File: config.mk
export PLATFORM = sky130hd
export DESIGN_NAME = buck_sequencer
export DESIGN_NICKNAME = d
export VERILOG_FILES = /design/src/rtl/buck_seq_pkg.sv /design/src/rtl/bsq_phase_fsm.sv /design/src/rtl/bsq_sink_ramp.sv /design/src/rtl/bsq_handover.sv /design/src/rtl/bsq_skip_refresh.sv /design/src/rtl/buck_sequencer.sv
export SDC_FILE = /design/constraint.sdc
export NUM_CORES = 1
export LEC_CHECK = 0
export ABC_AREA = 1
export BUFFER_PORTS_ARGS = -buffer_cell sky130_fd_sc_hd__buf_4
export CAP_MARGIN = 10
export CELL_PAD_IN_SITES_DETAIL_PLACEMENT = 1
export CELL_PAD_IN_SITES_GLOBAL_PLACEMENT = 2
export CORE_ASPECT_RATIO = 1.4
export CORE_MARGIN = 4
export CORE_UTILIZATION = 38
export CTS_BUF_LIST = sky130_fd_sc_hd__clkbuf_4 sky130_fd_sc_hd__clkbuf_8
export DETAILED_ROUTE_END_ITERATION = 7
export GPL_ROUTABILITY_DRIVEN = 0
export HOLD_SLACK_MARGIN = 0.02
export PLACE_DENSITY = 0.88
export SYNTH_ARGS = -nofsm -noshare
export SYNTH_HDL_FRONTEND = slang
export SYNTH_SLANG_ARGS = --single-unit
export TNS_END_PERCENT = 30
File: constraint.sdc
create_clock -name clk -period 2.3 [get_ports clk]
set_clock_uncertainty 0.2 [all_clocks]
set_input_delay 0.115 -clock clk [delete_from_list [all_inputs] [get_ports clk]]
set_output_delay 0.115 -clock clk [all_outputs]
set_load 0.01 [all_outputs]
File: src/rtl/buck_seq_pkg.sv
package buck_seq_pkg;

  typedef enum logic [2:0] {
    ST_OFF    = 3'd0,
    ST_HOLD   = 3'd1,
    ST_PRECHG = 3'd2,
    ST_START  = 3'd3,
    ST_FINAL  = 3'd4
  } seq_state_t;

  typedef enum logic [1:0] {
    RG_OFF  = 2'd0,
    RG_PWM  = 2'd1,
    RG_MONO = 2'd2,
    RG_SKIP = 2'd3
  } regime_t;

  localparam logic [1:0] MODE_PLAIN = 2'b00;

  function automatic logic mode_is_skip(input logic [1:0] m);
    return m[1];
  endfunction

endpackage

File: src/rtl/bsq_phase_fsm.sv
module bsq_phase_fsm
  import buck_seq_pkg::*;
(
  input  logic       clk,
  input  logic       rst,
  input  logic       en,
  input  logic       tick,
  input  logic [1:0] mode_code,
  input  logic       fb_above_ss,
  input  logic       handover_done,
  output seq_state_t state,
  output logic [1:0] start_mode
);

  always_ff @(posedge clk) begin
    if (rst) begin
      state      <= ST_OFF;
      start_mode <= MODE_PLAIN;
    end else if (!en) begin
      state <= ST_OFF;
    end else if (tick) begin
      case (state)
        ST_OFF: begin
          start_mode <= mode_code;
          state      <= (mode_code == MODE_PLAIN) ? ST_PRECHG : ST_HOLD;
        end
        ST_HOLD:   if (fb_above_ss) state <= ST_PRECHG;
        ST_PRECHG: state <= (start_mode == MODE_PLAIN) ? ST_FINAL : ST_START;
        ST_START:  if (handover_done) state <= ST_FINAL;
        ST_FINAL:  state <= ST_FINAL;
        default:   state <= ST_OFF;
      endcase
    end
  end

  // the hold is left only on a tick that saw the soft-start flag
  assert_hold_release_R2: assert property (@(posedge clk) disable iff (rst)
    (state == ST_PRECHG && $past(state) == ST_HOLD) |-> $past(fb_above_ss && tick));

  // the final regime is entered from startup only on the timer's done pulse
  assert_handover_gate_R6: assert property (@(posedge clk) disable iff (rst)
    (state == ST_FINAL && $past(state) == ST_START) |-> $past(handover_done));

endmodule

File: src/rtl/bsq_sink_ramp.sv
module bsq_sink_ramp #(
  parameter int STEP_TICKS = 32,
  parameter int NUM_STEPS  = 4
) (
  input  logic                         clk,
  input  logic                         rst,
  input  logic                         run,
  input  logic                         tick,
  output logic [$clog2(NUM_STEPS)-1:0] code
);

  localparam int CODE_W = $clog2(NUM_STEPS);
  localparam int SUB_W  = $clog2(STEP_TICKS);
  localparam logic [CODE_W-1:0] CODE_MAX = CODE_W'(NUM_STEPS - 1);
  localparam logic [SUB_W-1:0]  SUB_LAST = SUB_W'(STEP_TICKS - 1);

  logic [SUB_W-1:0] sub_cnt;

  always_ff @(posedge clk) begin
    if (rst || !run) begin
      sub_cnt <= '0;
      code    <= '0;
    end else if (tick && code != CODE_MAX) begin
      if (sub_cnt == SUB_LAST) begin
        sub_cnt <= '0;
        code    <= code + 1'b1;
      end else begin
        sub_cnt <= sub_cnt + 1'b1;
      end
    end
  end

  // during a run the sink code never falls
  assert_ramp_monotonic_R5: assert property (@(posedge clk) disable iff (rst)
    (run && $past(run)) |-> (code >= $past(code)));

  // during a run the sink code moves by one step at most
  assert_ramp_single_step_R5: assert property (@(posedge clk) disable iff (rst)
    (run && $past(run) && code != $past(code)) |-> (code == CODE_W'($past(code) + 1'b1)));

endmodule

File: src/rtl/bsq_handover.sv
module bsq_handover #(
  parameter int HOLD_TICKS = 4096
) (
  input  logic clk,
  input  logic rst,
  input  logic active,
  input  logic tick,
  input  logic fb_good,
  output logic done
);

  localparam int CNT_W = $clog2(HOLD_TICKS);
  localparam logic [CNT_W-1:0] CNT_LAST = CNT_W'(HOLD_TICKS - 1);

  logic             seen;
  logic [CNT_W-1:0] cnt;

  always_ff @(posedge clk) begin
    if (rst || !active) begin
      seen <= 1'b0;
      cnt  <= '0;
    end else if (tick) begin
      if (!seen) seen <= fb_good;
      else       cnt  <= cnt + 1'b1;
    end
  end

  assign done = active && tick && seen && (cnt == CNT_LAST);

  // once power-good has been seen in startup it stays latched
  assert_seen_sticky_R6: assert property (@(posedge clk) disable iff (rst)
    (active && $past(active) && $past(seen)) |-> seen);

  // the window counter stays at zero until power-good is seen
  assert_count_idle_R6: assert property (@(posedge clk) disable iff (rst)
    !seen |-> (cnt == '0));

endmodule

File: src/rtl/bsq_skip_refresh.sv
module bsq_skip_refresh #(
  parameter int IDLE_LIMIT = 8
) (
  input  logic clk,
  input  logic rst,
  input  logic armed,
  input  logic tick,
  input  logic hs_idle,
  output logic refresh
);

  localparam int IDLE_W = $clog2(IDLE_LIMIT + 2);
  localparam logic [IDLE_W-1:0] IDLE_SAT = IDLE_W'(IDLE_LIMIT + 1);
  localparam logic [IDLE_W-1:0] IDLE_LIM = IDLE_W'(IDLE_LIMIT);

  logic [IDLE_W-1:0] idle_cnt;

  always_ff @(posedge clk) begin
    if (rst || !armed) begin
      idle_cnt <= '0;
      refresh  <= 1'b0;
    end else if (tick) begin
      if (hs_idle) begin
        refresh <= 1'b0;
        if (idle_cnt != IDLE_SAT) idle_cnt <= idle_cnt + 1'b1;
      end else begin
        refresh  <= (idle_cnt > IDLE_LIM);
        idle_cnt <= '0;
      end
    end
  end

  // a refresh pulse is dropped at the following tick
  assert_refresh_one_period_R9: assert property (@(posedge clk) disable iff (rst)
    ($past(refresh) && $past(tick)) |-> !refresh);

endmodule

File: src/rtl/buck_sequencer.sv
module buck_sequencer
  import buck_seq_pkg::*;
#(
  parameter int STEP_TICKS = 32,
  parameter int SINK_STEPS = 4,
  parameter int HOLD_TICKS = 4096,
  parameter int IDLE_LIMIT = 8,
  localparam int SINK_W    = $clog2(SINK_STEPS)
) (
  input  logic              clk,
  input  logic              rst,
  input  logic              en,
  input  logic              tick,
  input  logic [1:0]        mode_code,
  input  logic              fb_above_ss,
  input  logic              fb_good,
  input  logic              izero,
  input  logic              hs_idle,
  output logic              hs_en,
  output logic              ls_en,
  output logic [1:0]        regime,
  output logic [SINK_W-1:0] sink_code
);

  seq_state_t        st;
  logic [1:0]        start_mode;
  logic              handover_done;
  logic              refresh;
  logic [SINK_W-1:0] ramp_code;
  logic              skip_sel;
  logic              ramp_run;
  logic              hand_active;
  logic              skip_armed;

  assign skip_sel    = mode_is_skip(mode_code);
  assign ramp_run    = (st == ST_PRECHG) || (st == ST_START) || (st == ST_FINAL);
  assign hand_active = (st == ST_START);
  assign skip_armed  = (st == ST_FINAL) && skip_sel && en;

  bsq_phase_fsm u_fsm (
    .clk           (clk),
    .rst           (rst),
    .en            (en),
    .tick          (tick),
    .mode_code     (mode_code),
    .fb_above_ss   (fb_above_ss),
    .handover_done (handover_done),
    .state         (st),
    .start_mode    (start_mode)
  );

  bsq_sink_ramp #(
    .STEP_TICKS (STEP_TICKS),
    .NUM_STEPS  (SINK_STEPS)
  ) u_ramp (
    .clk  (clk),
    .rst  (rst),
    .run  (ramp_run),
    .tick (tick),
    .code (ramp_code)
  );

  bsq_handover #(
    .HOLD_TICKS (HOLD_TICKS)
  ) u_hand (
    .clk     (clk),
    .rst     (rst),
    .active  (hand_active),
    .tick    (tick),
    .fb_good (fb_good),
    .done    (handover_done)
  );

  bsq_skip_refresh #(
    .IDLE_LIMIT (IDLE_LIMIT)
  ) u_refresh (
    .clk     (clk),
    .rst     (rst),
    .armed   (skip_armed),
    .tick    (tick),
    .hs_idle (hs_idle),
    .refresh (refresh)
  );

  logic              hs_d;
  logic              ls_d;
  regime_t           rg_d;
  logic [SINK_W-1:0] sk_d;
  regime_t           startup_rg;

  assign startup_rg = (start_mode == MODE_PLAIN) ? RG_PWM : RG_MONO;

  always_comb begin
    hs_d = 1'b0;
    ls_d = 1'b0;
    rg_d = RG_OFF;
    sk_d = '0;
    if (en) begin
      case (st)
        ST_HOLD: rg_d = startup_rg;
        ST_PRECHG: begin
          ls_d = 1'b1;
          rg_d = startup_rg;
          sk_d = ramp_code;
        end
        ST_START: begin
          hs_d = 1'b1;
          ls_d = 1'b1;
          rg_d = startup_rg;
          sk_d = ramp_code;
        end
        ST_FINAL: begin
          sk_d = ramp_code;
          if (skip_sel) begin
            rg_d = RG_SKIP;
            if (refresh) begin
              ls_d = 1'b1;
            end else begin
              hs_d = 1'b1;
              ls_d = !izero;
            end
          end else begin
            rg_d = RG_PWM;
            hs_d = 1'b1;
            ls_d = 1'b1;
          end
        end
        default: ;
      endcase
    end
  end

  always_ff @(posedge clk) begin
    if (rst) begin
      hs_en     <= 1'b0;
      ls_en     <= 1'b0;
      regime    <= RG_OFF;
      sink_code <= '0;
    end else begin
      hs_en     <= hs_d;
      ls_en     <= ls_d;
      regime    <= rg_d;
      sink_code <= sk_d;
    end
  end

  // the high side is never enabled without a low-side period just before
  assert_low_side_first_R3: assert property (@(posedge clk) disable iff (rst)
    $rose(hs_en) |-> $past(ls_en));

  // dropping enable clears every output at the next edge
  assert_disable_clears_R11: assert property (@(posedge clk) disable iff (rst)
    !en |=> (!hs_en && !ls_en && regime == RG_OFF && sink_code == '0));

  // in skip, zero current releases the low side
  assert_zero_cross_R8: assert property (@(posedge clk) disable iff (rst)
    (en && st == ST_FINAL && skip_sel && !refresh && izero) |=> !ls_en);

  // a refresh period keeps the high side off
  assert_refresh_hs_off_R9: assert property (@(posedge clk) disable iff (rst)
    (en && refresh && st == ST_FINAL && skip_sel) |=> (!hs_en && ls_en));

endmodule

==> results.cfg, run 1 <==
[critical_path]
critPathRequiredTime_ns = 2.28
reg2regPathDepth = 7
worst-setup-path-type = primary input to flop
cp-end-kind = flop
crit_chain = dlygate4sd3_1 > buf_4 > a21oi_1 > dlygate4sd3_1 > nor2_1 > dlygate4sd3_1
cp-start-kind = primary input
cpMaxStageDelayCell = dlygate4sd3_1
cp_data_arrival_time_ns = 2.14
cpMostUsedCell = dlygate4sd3_1
cp_max_fo = 9
max_stage_delay_ns = 0.57

[placement]
io_buffers = 15
dp_hpwl_um = 3160

[clock_network]
h-tree-depth = 2
cts_buffers = 5
cts_tree = done
clk_pin_slew_ns = 0.07
clock_tree.root_cell = clkbuf_8
hold_buffers = 14
cts_setup_buffers = 0
cts_sinks = 36
clockBufferDepth = 2
insertion_delay_ns = 0.29
cts_resized = 0

[timing]
setup_violations = 0
fmax_ghz = 0.463
rsz0062_at_grt = no
period_minus_slack_ns = 2.16
period_share_pct = 93.9
worst_slew_pin_slew_ns = 0.288
slew_headroom_pct = 80.6
hold_viol_final = 0
fin_tns_setup_ns = 0
final_max_slew_viol_count = 0

[power]
p_clk_share_pct = 39.5
intPower_uw = 930
vdd_ir_drop_max_uv = 264
p_seq_share_pct = 52.2
p_sw_uw = 290
p_leak_uw = 0.000891
p_sw_share_pct = 23.7
combPwrFrac_pct = 8.4
p_per_area_nw_per_um2 = 559
power_uw = 1220

[synthesis]
synth_top_area_share_pct = 40.9
yosysSeqAreaShare_pct = 40.9
yosys_most_used_dff = dfxtp_1
ys_top_cells_by_count = 44 x nand2_1, 36 x dfxtp_1, 36 x inv_1
synth_seq_cells = 36
syn_nets = 259
yosysTopAreaCell = dfxtp_1
synth_area_um2 = 1760
ys_types = 26
netlist_instances = 242
yosysWarnings = 0
synth.most_common_cell = nand2_1
syn_avg_cell_area_um2 = 7.28
synth_edf_count = 0
synth_area_leaders = dfxtp_1 41%, nand2_1 9.4%, inv_1 7.7%, nor2_1 7.5%, a21oi_1 6.8%
async_flop_share_pct = 0

[die]
initial_core_util_pct = 39.2
ios = 16
core_um2 = 4500
die_y_um = 88.6
die-area_um2 = 5810
die_w_um = 65.6
placementRows = 29

[worst_hold_path]
worstHoldPathType = primary input to flop
holdPathStages = 5

[finish]
area_delta_synth_final_pct = 23.8
layout-drive-gt1-share_pct = 14.4
diodes = 0
nets = 294

[routing]
drcViolationCount = 0
initialDrtViolationCount = 49
drt-total-wl_um = 4180
wl_per_cell_um = 12.3
dr_total_vias = 1590
ant_nets = 0
routed_via_density = 4.68
dr.pass1.iters = 3

[global_routing]
first_global_vias = 1761
grt_pass1_wl_um = 7880
antenna_found_initial = 0
grt_max_degree = 12
grtUsageTotal_pct = 17.3
grt-ovfl-total = 0

[flow_run]
maxCapViolCount = 0

[run_status]
status = finished, final reports clean
==> cell families (layout without fill, tap and decap cells) <==
kind of cell | Yosys count | in the layout | share of synthesized area, %
XOR/XNOR | 5 | 5 | 2.48
AND/OR/NAND/NOR | 112 | 112 | 30.2
AO/OA/AOI/OAI | 42 | 42 | 12.6
flip-flops | 36 | 36 | 40.9
buffers and inverters | 40 | 76 | 8.87
adder cells (fa/ha/maj) | 7 | 7 | 4.97
==> through the flow <==
stage	std cells	hold WS, ns	area (um^2)	utilization, %	setup WS, ns
final	340	0.140	2180	48.5	0.141
after global routing	340	0.165	2180	48.5	0.0614
after CTS	340	0.138	2180	48.5	0.188
after detailed placement	318	0.109	1950	43.2	0.734
after global placement	318	0.114	1950	43.2	0.793
after floorplan	242	0.0168	1760	-	0.877
==> critical path, delay by kind of cell <==
kind / cells / cell delay, ns
buffers and inverters: 4 / 1.84
AO/OA/AOI/OAI: 1 / 0.14
AND/OR/NAND/NOR: 1 / 0.05
==> layer usage <==
layer / share of wire, % / track usage (%) / up-vias
met1: 43 / 19.2 / 732
met3: 1.7 / 2.67 / 6
met4: 1.5 / 6.79 / 0
met2: 54 / 32.5 / 15
li1: - / - / 837
met5: 0 / 0 / -
==> registers in the layout, summed over array words and instances (netlist names) <==
| register | count |
|---|---|
| u_ramp.code | 2 |
| hs_en | 1 |
| regime | 2 |
| u_ramp.sub_cnt | 5 |
| ls_en | 1 |
| u_fsm.start_mode | 2 |
| u_hand.seen | 1 |
| u_fsm.state | 3 |
| u_refresh.refresh | 1 |
| sink_code | 2 |
| u_refresh.idle_cnt | 4 |
| u_hand.cnt | 12 |
==> power groups by stage <==
stage	clock network, uW	registers [uW]	logic (uW)
floorplan	0	650	53.9
global placement	0	651	84.7
detailed placement	0	651	85.8
CTS	504	636	102
global route	531	637	116
finish	481	636	102
==> layout make-up <==
cell class	instances	area [um^2]
Clock buffer	7	90.1
Timing Repair Buffer	29	253
Fill cell	594	2320
Clock inverter	1	7.51
Multi-Input combinational cell	166	886
Tap cell	62	77.6
Sequential cell	36	721
Inverter	39	149
==> placed cells by master, fill, tap and decap left out, types with 2 or more instances in the layout <==
master,Yosys,routed
xor2_1,4,4
nand3_1,15,15
nand2_1,44,44
inv_2,2,2
a21oi_1,24,24
o21ai_1,4,4
buf_4,1,15
inv_1,36,36
nand2_2,3,3
dfxtp_1,36,36
nor3_4,2,2
clkbuf_8,0,6
nor2_1,35,35
dlygate4sd3_1,0,14
ha_1,7,7
nand4_1,4,4
a31oi_1,2,2
nor2_2,2,2
nor2_4,3,3
nand2_4,2,2
o21ai_0,9,9
==> final timing paths <==
path	startpoint	slack [ns]	to
setup / recovery	tick	0.14	u_hand.seen
hold / removal	fb_above_ss	0.14	u_fsm.state[2]
setup reg to reg	u_fsm.state[2]	0.33	u_fsm.start_mode[0]
hold reg to reg	u_fsm.start_mode[0]	0.24	u_fsm.start_mode[0]
(Power assumes the default switching activity.)
==> run 2: changes to the inputs <==
- CORE_UTILIZATION: 38 -> 31
- PLACE_DENSITY: 0.88 -> 0.77
- clock period: 2.3 -> 1.9 ns (I/O delays scaled with it)
==> run 2 against run 1 <==
  * Global-route usage is 4.2 points lower
  * Hold slack worse by 0.034 ns
  * Sequential power is 21% higher
  * Highest routed layer unchanged
  * Largest power group unchanged
  * Routed wire length is 0.53% lower
  * First-iteration DRC count is 12% lower
  * Count of clock-buffer cells in the layout is 2 lower
  * Power is 28% higher
  * Critical path depth stayed put
==> results.cfg, run 2 (synthesis results as in run 1) <==
[critical_path]
r2r-start = u_fsm.state[2]
worst-path-buf-inv = 3
max_stage_delay_ns = 0.55
crit_family = buffers and inverters
cp-end-kind = flop
worstSetupStartpoint = u_fsm.state[2]
cpMostUsedCell = inv_1
cp_max_fo = 4
worst-setup-path-type = flop to flop
crit_chain = inv_1 > nand2_2 > nor2_4 > inv_1 > a21oi_1 > dlygate4sd3_1
cpMaxStageDelayCell = dlygate4sd3_1
critPathRequiredTime_ns = 1.93
cp_data_arrival_time_ns = 1.79
cp-start-kind = flop

[placement]
placed_cells = 324
dp_hpwl_um = 3280
dpl_cell_area_um2 = 1950
io_buffers = 15

[power]
p_leak_uw = 0.000878
p_per_area_nw_per_um2 = 722
vdd_ir_drop_max_uv = 367

[finish]
layout_commonest_cell = nand2_1
final_area_um2 = 2160
multi_input_area_um2 = 886
nets = 290
top_register = u_hand.cnt
register_area_um2 = 721
layout-drive-gt1-share_pct = 14.6
area_delta_synth_final_pct = 22.8
top_regs = u_hand.cnt (12), u_ramp.sub_cnt (5), u_refresh.idle_cnt (4)
final_cells = 342
diodes = 0
nFillCells = 729
largest_reg_flops = 12
final_cell_mix = 44 x nand2_1, 36 x inv_1, 36 x dfxtp_1

[global_routing]
grtUsageTotal_pct = 13.1
antenna_found_initial = 0
grt_max_degree = 13
grt_pass1_wl_um = 7340
first_global_vias = 1664
grt-ovfl-total = 0

[timing]
worst_slew_pin_slew_ns = 0.341
final_max_slew_viol_count = 0
setup_violations = 0
slew_headroom_pct = 77.0
period_share_pct = 92.9
hold_viol_final = 0
fmax_ghz = 0.566
period_minus_slack_ns = 1.77
hold_ws_ns = 0.106
rsz0062_at_grt = no
fin_tns_setup_ns = 0

[die]
placementRows = 32
initial_core_util_pct = 31.9
die-area_um2 = 6970
die_y_um = 97.2
core_um2 = 5530
die_w_um = 71.7
ios = 16

[run_status]
status = finished, final reports clean

[routing]
initialDrtViolationCount = 43
dr_total_vias = 1596
wl_per_cell_um = 12.2
drcViolationCount = 0
dr.pass1.iters = 4
ant_nets = 0
routed_via_density = 4.67
drt-total-wl_um = 4160

[clock_network]
insertion_delay_ns = 0.29
cts_setup_buffers = 0
clk_pin_slew_ns = 0.08
clock_tree.root_cell = clkbuf_8
cts_buffers = 5
h-tree-depth = 2
cts_tree = done
cts_sinks = 36
clockBufferDepth = 2

[flow_run]
maxCapViolCount = 0

[worst_hold_path]
worstHoldPathType = primary input to flop
min_from = fb_above_ss
==> run 2: layout make-up <==
| type | count | area share, % |
|---|---|---|
| Timing Repair Buffer | 25 | 9.83 |
| Clock buffer | 5 | 3.18 |
| Tap cell | 68 | 3.93 |
| Sequential cell | 36 | 33.3 |
| Clock inverter | 3 | 1.97 |
| Inverter | 39 | 6.88 |
| Multi-Input combinational cell | 166 | 40.9 |
==> run 2: per-layer routing <==
metal / vias to the layer above / GRT usage [%] / share of wire [%]
li1: 827 / - / -
met1: 743 / 14.6 / 44
met2: 18 / 23.1 / 51
met3: 8 / 2.90 / 2.4
met4: 0 / 6.22 / 2.4
met5: - / 0 / 0
==> run 2: repair_timing <==
action | 4_1_cts | 5_1_grt
hold buffers | 10 | 0
resized for setup | 0 | 0
hold endpoints to repair | 23 | 0
==> run 2: stage by stage <==
stage | power (uW) | utilization (%) | setup slack (ns)
floorplan | 852 | - | 0.477
global placement | 891 | 35.3 | 0.390
detailed placement | 892 | 35.3 | 0.351
CTS | 1600 | 39.2 | 0.134
global route | 1650 | 39.2 | 0.0376
finish | 1560 | 39.2 | 0.134
==> run 2: report_power, final <==
group / switching [uW] / internal, uW / total [uW]
Sequential: 7.31 / 763 / 770
Clock: 287 / 388 / 675
Combinational: 67.4 / 50.5 / 118
==> run 2: worst paths after layout <==
| check | endpoint | slack, ns | cells after the start |
|---|---|---|---|
| max | hs_en | 0.13 | 6 |
| min | u_fsm.state[1] | 0.11 | 6 |
| max reg2reg | hs_en | 0.13 | 6 |
| min reg2reg | u_fsm.start_mode[1] | 0.25 | 2 |
==> run 2: worst register-to-register path: stages (launching register included) <==
cell and delay, ns:
dfxtp_1 0.35, inv_1 0.14, nand2_2 0.12, nor2_4 0.15
inv_1 0.07, a21oi_1 0.13, dlygate4sd3_1 0.55
==> run 3: changes to the inputs <==
- CORE_UTILIZATION: 31 -> 38
- PLACE_DENSITY: 0.77 -> 0.88
- clock period: 1.9 -> 2.1 ns (I/O delays scaled with it)
==> run 3 against run 2 <==
  * Routed wire length is 0.91% lower
  * Combinational power is 6% lower
  * Sequential power shrank 9.5%
  * Fmax fell by 8.7%
  * Setup slack improved by 0.033 ns
  * Hold slack got worse by 0.089 ns
  * Power is 14% lower
  * Critical path depth rose by 1
  * First-iteration DRC count increased by 7.0%
  * Core utilization rose by 9.4 points
  * Flip-flop and latch count stayed put
  * Critical endpoint is now u_fsm.start_mode[0]
  * Largest power group unchanged
  * Highest routed layer unchanged
==> results.cfg, run 3 (synthesis results as in run 1) <==
[finish]
final_cell_mix = 44 x nand2_1, 36 x inv_1, 36 x dfxtp_1
layout-drive-gt1-share_pct = 14.4
nets = 294
layout_commonest_cell = nand2_1
top_regs = u_hand.cnt (12), u_ramp.sub_cnt (5), u_refresh.idle_cnt (4)
largest_reg_flops = 12
diodes = 0
area_delta_synth_final_pct = 24.0
nFillCells = 600
top_register = u_hand.cnt

[worst_hold_path]
worstHoldPathType = primary input to flop
holdPathEnd = u_refresh.idle_cnt[2]
min_from = tick
holdPathStages = 4

[die]
core_um2 = 4500
placementRows = 29
die_y_um = 88.6
die_w_um = 65.6
ios = 16
die-area_um2 = 5810
initial_core_util_pct = 39.2

[power]
p_per_area_nw_per_um2 = 611
vdd_ir_drop_max_uv = 361
power_uw = 1340
p_leak_uw = 0.000896

[timing]
hold_viol_final = 0
worst_slew_pin_slew_ns = 0.308
final_max_slew_viol_count = 0
fin_tns_setup_ns = 0
fmax_ghz = 0.517
setup_violations = 0
rsz0062_at_grt = no
period_share_pct = 92.0
slew_headroom_pct = 79.3
period_minus_slack_ns = 1.93
post-route-worst-setup-slack_ns = 0.167

[clock_network]
cts_sinks = 36
cts_tree = done
clock_tree.root_cell = clkbuf_8
h-tree-depth = 2
clk_pin_slew_ns = 0.07
cts_setup_buffers = 0
insertion_delay_ns = 0.29
cts_buffers = 5
clockBufferDepth = 2

[routing]
met1_length_um = 1770
met2WireLength_um = 2180
highest_layer = met4
routed_via_density = 4.69
met3_wirelength_um = 99
drcViolationCount = 0
drt-total-wl_um = 4120
wl_per_cell_um = 12.1
dr_total_vias = 1596
dr.pass1.iters = 2
ant_nets = 0
initialDrtViolationCount = 46

[critical_path]
r2r-start = u_fsm.state[2]
worst-setup-path-type = flop to flop
worst-path-buf-inv = 2
critPathRequiredTime_ns = 2.08
max_stage_delay_ns = 0.57
cp-start-kind = flop
cpMaxStageDelayCell = dlygate4sd3_1
r2r-end = u_fsm.start_mode[0]
rrSetupSlack_ns = 0.17
cp-end-kind = flop
cp_data_arrival_time_ns = 1.91
crit_family = buffers and inverters
reg2regPathDepth = 7
cp_max_fo = 4
crit_chain = inv_1 > nand2_1 > nor2_1 > nand3_1 > o21ai_1 > dlygate4sd3_1 > a21oi_1

[placement]
dp_hpwl_um = 3140
post-place-ws_ns = 0.541
io_buffers = 15

[global_routing]
first_global_vias = 1703
grt_pass1_wl_um = 7550
antenna_found_initial = 0
grtUsageTotal_pct = 16.6
grt_max_degree = 12
grt-ovfl-total = 0

[run_status]
status = finished, final reports clean

[flow_run]
maxCapViolCount = 0
-- run 3: cell count changes in the layout (fill, tap and decap cells not counted), sizes merged --
cell / change
clkbuf: +2
dlygate4sd3: +3
bufinv: -1
dlymetal6s4s: +1
clkinv: -1
-- run 3: final cells by class --
class                           instances  area (um^2)  share of cell area [%]
Clock inverter                          1         7.51                   0.343
Clock buffer                            7         90.1                    4.12
Sequential cell                        36          721                    33.0
Tap cell                               62         77.6                    3.55
Timing Repair Buffer                   29          255                    11.7
Inverter                               39          149                    6.81
Multi-Input combinational cell        166          886                    40.5
-- run 3: per-layer routing --
| metal | vias up | global-route usage, % |
|---|---|---|
| met3 | 6 | 2.92 |
| li1 | 836 | - |
| met1 | 736 | 18.5 |
| met5 | - | 0 |
| met4 | 0 | 6.79 |
| met2 | 18 | 30.8 |
-- run 3: how the worst max path moves through the flow --
stage / from / cells past startpoint / end
2_1_floorplan: u_hand.cnt[0] / 8 / u_fsm.state[1]
3_3_place_gp: u_hand.cnt[0] / 8 / u_fsm.state[0]
3_5_place_dp: u_hand.cnt[0] / 8 / u_fsm.state[1]
4_1_cts: fb_good / 6 / u_hand.seen
5_1_grt: u_fsm.state[2] / 7 / u_fsm.start_mode[0]
6_report: u_fsm.state[2] / 7 / u_fsm.start_mode[0]
-- run 3: timing repair --
item | 4_1_cts | 5_1_grt
endpoints found under the setup margin | 0 | 2
resized for setup | 0 | 2
endpoints found under the hold margin | 23 | 0
hold buffers | 14 | 0
-- run 3: stage by stage --
step                std cells  instance area, um^2  hold slack (ns)  utilization, %
floorplan                 242                 1760          0.00679               -
global placement          318                 1950            0.104            43.2
detailed placement        318                 1950           0.0990            43.2
CTS                       340                 2180           0.0293            48.5
global route              340                 2190           0.0571            48.6
finish                    340                 2190           0.0167            48.6
-- run 3: worst min-delay path: cells and delay by family --
kind                   cells  cell delay [ns]
AO/OA/AOI/OAI              1             0.05
buffers and inverters      1             0.16
AND/OR/NAND/NOR            2             0.15
-- run 3: power breakdown --
group / switching, uW / internal (uW) / leakage [uW] / total, uW
Clock: 249 / 280 / 0.0000479 / 529
Sequential: 6.45 / 690 / 0.000291 / 697
Combinational: 62.0 / 48.9 / 0.000558 / 111
